File: src/rtl/normrem_pkg.sv
package normrem_pkg;

  // Arithmetic unit operation select; shifts act on the second operand.
  typedef enum logic [1:0] {
    OP_ADD = 2'b00,
    OP_SUB = 2'b01,
    OP_SHL = 2'b10,
    OP_SHR = 2'b11
  } alu_op_e;

  typedef enum logic [2:0] {
    ST_IDLE = 3'd0,
    ST_NORM = 3'd1,
    ST_SUB  = 3'd2,
    ST_CHK  = 3'd3,
    ST_STEP = 3'd4
  } ctrl_state_e;

endpackage

File: src/rtl/normrem_alu.sv
module normrem_alu
  import normrem_pkg::*;
#(
  parameter int W = 9
) (
  input  logic [W-1:0] a,
  input  logic [W-1:0] b,
  input  alu_op_e      op,
  output logic [W-1:0] y
);

  always_comb begin
    unique case (op)
      OP_ADD:  y = a + b;
      OP_SUB:  y = a - b;
      OP_SHL:  y = {b[W-2:0], 1'b0};
      OP_SHR:  y = {1'b0, b[W-1:1]};
      default: y = '0;
    endcase
  end

endmodule

File: src/rtl/normrem_cnt.sv
module normrem_cnt #(
  parameter int CW  = 3,
  parameter int MAX = 7
) (
  input  logic          clk,
  input  logic          rst,
  input  logic          clr,
  input  logic          en,
  input  logic          down,
  output logic [CW-1:0] value,
  output logic          is_zero,
  output logic          is_full
);

  localparam logic [CW-1:0] LIMIT = CW'(MAX);

  always_ff @(posedge clk) begin
    if (rst || clr) begin
      value <= '0;
    end else if (en) begin
      if (down) value <= value - 1'b1;
      else      value <= value + 1'b1;
    end
  end

  assign is_zero = (value == '0);
  assign is_full = (value == LIMIT);

endmodule

File: src/rtl/normrem_ctrl.sv
module normrem_ctrl
  import normrem_pkg::*;
(
  input  logic        clk,
  input  logic        rst,
  input  logic        start,
  input  logic        dv_top,
  input  logic        pr_neg,
  input  logic        cnt_zero,
  input  logic        cnt_full,
  output alu_op_e     op,
  output logic        load,
  output logic        pr_we,
  output logic        dv_we,
  output logic        cnt_clr,
  output logic        cnt_en,
  output logic        cnt_down,
  output logic        finish,
  output ctrl_state_e state
);

  ctrl_state_e nxt;

  always_ff @(posedge clk) begin
    if (rst) state <= ST_IDLE;
    else     state <= nxt;
  end

  always_comb begin
    nxt      = state;
    op       = OP_ADD;
    load     = 1'b0;
    pr_we    = 1'b0;
    dv_we    = 1'b0;
    cnt_clr  = 1'b0;
    cnt_en   = 1'b0;
    cnt_down = 1'b0;
    finish   = 1'b0;
    unique case (state)
      ST_IDLE: begin
        if (start) begin
          load    = 1'b1;
          cnt_clr = 1'b1;
          nxt     = ST_NORM;
        end
      end
      ST_NORM: begin
        // shift left until the top data bit is set; the count limit stops a zero divisor
        if (!dv_top && !cnt_full) begin
          op     = OP_SHL;
          dv_we  = 1'b1;
          cnt_en = 1'b1;
        end else begin
          nxt = ST_SUB;
        end
      end
      ST_SUB: begin
        op    = OP_SUB;
        pr_we = 1'b1;
        nxt   = ST_CHK;
      end
      ST_CHK: begin
        if (pr_neg) begin
          op    = OP_ADD;
          pr_we = 1'b1;
        end
        nxt = ST_STEP;
      end
      ST_STEP: begin
        if (cnt_zero) begin
          finish = 1'b1;
          nxt    = ST_IDLE;
        end else begin
          op       = OP_SHR;
          dv_we    = 1'b1;
          cnt_en   = 1'b1;
          cnt_down = 1'b1;
          nxt      = ST_SUB;
        end
      end
      default: nxt = ST_IDLE;
    endcase
  end

endmodule

File: src/rtl/normrem_unit.sv
module normrem_unit
  import normrem_pkg::*;
#(
  parameter int DW = 8
) (
  input  logic          clk,
  input  logic          rst,
  input  logic          start,
  input  logic [DW-1:0] dividend,
  input  logic [DW-1:0] divisor,
  output logic          done,
  output logic [DW-1:0] remainder,
  output logic [DW-1:0] divisor_out
);

  localparam int RW = DW + 1;
  localparam int CW = (DW > 2) ? $clog2(DW) : 1;

  logic [RW-1:0] pr_q;
  logic [RW-1:0] dv_q;
  logic [RW-1:0] alu_y;
  logic [CW-1:0] cnt_val;
  alu_op_e       op;
  ctrl_state_e   st;
  logic load, pr_we, dv_we, cnt_clr, cnt_en, cnt_down, finish;
  logic cnt_zero, cnt_full;
  logic done_q;

  normrem_alu #(.W(RW)) u_alu (
    .a  (pr_q),
    .b  (dv_q),
    .op (op),
    .y  (alu_y)
  );

  normrem_cnt #(.CW(CW), .MAX(DW - 1)) u_cnt (
    .clk     (clk),
    .rst     (rst),
    .clr     (cnt_clr),
    .en      (cnt_en),
    .down    (cnt_down),
    .value   (cnt_val),
    .is_zero (cnt_zero),
    .is_full (cnt_full)
  );

  normrem_ctrl u_ctrl (
    .clk      (clk),
    .rst      (rst),
    .start    (start),
    .dv_top   (dv_q[DW-1]),
    .pr_neg   (pr_q[RW-1]),
    .cnt_zero (cnt_zero),
    .cnt_full (cnt_full),
    .op       (op),
    .load     (load),
    .pr_we    (pr_we),
    .dv_we    (dv_we),
    .cnt_clr  (cnt_clr),
    .cnt_en   (cnt_en),
    .cnt_down (cnt_down),
    .finish   (finish),
    .state    (st)
  );

  always_ff @(posedge clk) begin
    if (rst) begin
      pr_q   <= '0;
      dv_q   <= '0;
      done_q <= 1'b0;
    end else begin
      done_q <= finish;
      if (load)       pr_q <= {1'b0, dividend};
      else if (pr_we) pr_q <= alu_y;
      if (load)       dv_q <= {1'b0, divisor};
      else if (dv_we) dv_q <= alu_y;
    end
  end

  assign done        = done_q;
  assign remainder   = pr_q[DW-1:0];
  assign divisor_out = dv_q[DW-1:0];

endmodule

File: config.mk
export PLATFORM = sky130hd
export DESIGN_NAME = normrem_unit
export DESIGN_NICKNAME = d
export VERILOG_FILES = /design/src/rtl/normrem_pkg.sv /design/src/rtl/normrem_alu.sv /design/src/rtl/normrem_cnt.sv /design/src/rtl/normrem_ctrl.sv /design/src/rtl/normrem_unit.sv
export SDC_FILE = /design/constraint.sdc
export NUM_CORES = 1
export LEC_CHECK = 0
export CORE_MARGIN = 3
export CORE_UTILIZATION = 38
export CTS_CLUSTER_DIAMETER = 150
export DETAILED_ROUTE_END_ITERATION = 16
export PLACE_DENSITY_LB_ADDON = 0.1
export SKIP_CTS_REPAIR_TIMING = 1
export SYNTH_ARGS = -nofsm -noshare
export SYNTH_HDL_FRONTEND = slang
export SYNTH_SLANG_ARGS = --single-unit
File: constraint.sdc
create_clock -name clk -period 3.85 [get_ports clk]
set_input_delay 0.77 -clock clk [delete_from_list [all_inputs] [get_ports clk]]
set_output_delay 0.77 -clock clk [all_outputs]
set_load 0.005 [all_outputs]
==> metrics.txt <==
commonest non-fill, non-tap cell in the layout clkdlybuf4s50_1; register share of total power 35.2%; Initial Utilization 40.4%; synth top area cells dfxtp_1 (28%), ha_1 (6.9%), nor3_1 (4.7%); peak supply drop 0.257 mV; first-pass GRT wire length 7.58 mm; Final Total Pwr 924 uW; CP peak stage delay 570 ps; WP buf/inv 0; clock group share of total power 17.7%; DRC 0; Routed WL per cell 15.1 microns; met2 GRT Util 26.6%; final wirelength 4.44 mm; worst-path fanout max 10; Worst Tran Pin Value 731 ps; cell area after placement 2120 sq um; register area share after synthesis 27.7%; ratio of cells with drive above 1 in the final layout 7.02%; Post-synth EDFFs 0; Via density 5.69; Rows 24; gpl congestion 0.839; FILL cells 437; Inserted Diodes 0; clk_skew 3.31 ps; unrepaired setup endpoints after global routing false; Max Slew Vio Count 0; Inserted Clock Buffers 3; Period Utilization, post-route 77.8%; Sw Share 38.2%; Mapped Cells 218; Post-Synthesis Net Count 248; setup tns final 0 ps; nets 273; slowest CP cell dfxtp_1; total gr overflow 0; internal power 571 uW; die area 5620 sq um; die height 75.0 microns; fin cells 294; antenna violations before repair 0; kind of critical path flop to flop; core area 4470 sq um; via count 1673; Most Used Layer, Global Route met2; Top delay family on crit path simple AND/OR/NAND/NOR gates; Layout area overhead 19.9%; Final Hold Viols 0; H-tree depth 1; DRT iter0 DRCs 122; area leader, netlist dfxtp_1; clk sink count 25; Netlist cell types 45; Fmax 0.334 GHz; largest net degree at the start of global routing 18; Seq cells post-synth 25; crit path time final 2990 ps; CTS clk-pin slew, worst paths 90 ps; Max Root-Sink Buffers 2; Tot GR Track Use 17.3%; CTS tree built; nature of the critical path endpoint flop; Top FF cell, synth dfxtp_1; drt pass-1 iters 4; Critical Path Source Type flop; Syn Std Cell Area 1810 sq um; met1 GRT Util 24.8%; Synth top area share 27.7%; Max-Cap Viols 0; I/O Buffers 35; Mean Syn Cell Area 8.29 sq um; antenna viol nets, final 0; Clock Latency Late Sink 270 ps; met3 Use GR 3.47%; data arrival time at the worst-slack endpoint 3170 ps; Leak 0.000856 uW; pwr dens 426 nW/um^2; DPL Wire Length 3.31 mm; run status complete, no violations; Critical Path, Cell by Cell nor3b_2, mux2_2, fa_1, nand2b_1, a21o_1, and3_1, o21a_1, o221a_1; placed insts 290; vias in the first global route 1575; warnings from Yosys 0; Die Width 75.0 microns; Hold Crit Class flop to flop; Post-synth ARST share 0%; Gate power share 47.1%; endpoints failing setup 0; most frequent cells in the layout clkdlybuf4s50_1 (35), dfxtp_1 (25), nor3_1 (17), nor2_1 (17), a21oi_1 (15); I/O Pins 36; switching power total 353 uW; Slew headroom 50.9%; Finished Cell Area 2170 sq um; WP data required 4020 ps; CTS root buf clkbuf_8
-- per-stage QoR --
step | setup WS [ps] | utilization, % | hold WS [ps]
finish | 855 | 48.4 | 518
floorplan | 1200 | - | 487
detailed placement | 849 | 47.4 | 506
global placement | 932 | 47.4 | 506
global route | 564 | 48.4 | 526
CTS | 859 | 48.4 | 519
-- power groups by stage --
stage | Combinational [uW] | Clock (uW) | Sequential [uW]
global route | 495 | 179 | 331
finish | 436 | 163 | 325
CTS | 438 | 167 | 325
global placement | 436 | 0 | 331
floorplan | 335 | 0 | 313
detailed placement | 435 | 0 | 331
-- path summary, 6_finish.rpt --
path	startpoint	end	slack [ps]	cells after the start
worst max register to register	u_ctrl.state[1]$_SDFFE_PP0P_	pr_q[6]$_SDFFE_PP0P_	860	8
worst min register to register	dv_q[8]$_SDFFE_PP0P_	dv_q[8]$_SDFFE_PP0P_	520	1
worst min-delay path	dv_q[8]$_SDFFE_PP0P_	dv_q[8]$_SDFFE_PP0P_	520	1
worst max-delay path	u_ctrl.state[1]$_SDFFE_PP0P_	pr_q[6]$_SDFFE_PP0P_	860	8
-- cells by family (layout without fill, tap and decap cells) --
logic type,Yosys count,in the layout,synth area share (%)
compound gates,65,65,25.0
xor+xnor,10,10,4.85
fa+ha+maj,11,11,8.03
buf+inv,29,53,9.14
flops,25,25,27.7
mux,4,4,2.35
simple gates,74,74,22.9
-- flip-flops by register name, summed over array words and instances, names as in the netlist --
signal / cells
done: 1
pr_q: 9
dv_q: 9
u_ctrl.state: 3
u_cnt.value: 3
-- Yosys cell counts, types with 2 or more instances --
cell type and count:
a222oi_1 5, xnor2_1 8, a22o_1 4, nand2_1 13, mux2_2 2, xor2_1 2
o221ai_1 2, nor4_1 3, buf_4 8, nand2b_1 3, dfxtp_1 25, buf_6 3
and3_1 4, clkbuf_1 4, nor3_1 17, ha_1 10, buf_2 3, a31oi_1 6
o21ai_0 11, and2_1 2, a21o_1 5, or3_1 3, nor2_1 17, a221oi_1 4
nand3_1 4, a21oi_1 15, nor2b_1 2, nor4b_4 2, o22ai_1 4, mux2i_1 2
inv_1 11
-- layout make-up --
type                       count  area, sq um  area share (%)
clock buffer                   3         41.3            1.91
clock inverter                 1         5.00           0.231
inverter                      11         41.3            1.91
multi-input combinational    164         1140            52.7
sequential                    25          500            23.1
tap                           52         65.1            3.00
timing repair buffer          38          373            17.2
-- per-layer routing --
layer  vias to the layer above  share of wire (%)
met1                       767                 51
met3                         8                4.9
met4                         0                1.6
met5                         -                  0
li1                        854                  -
met2                        44                 43
No activity file was read; power rests on OpenSTA's default activity.
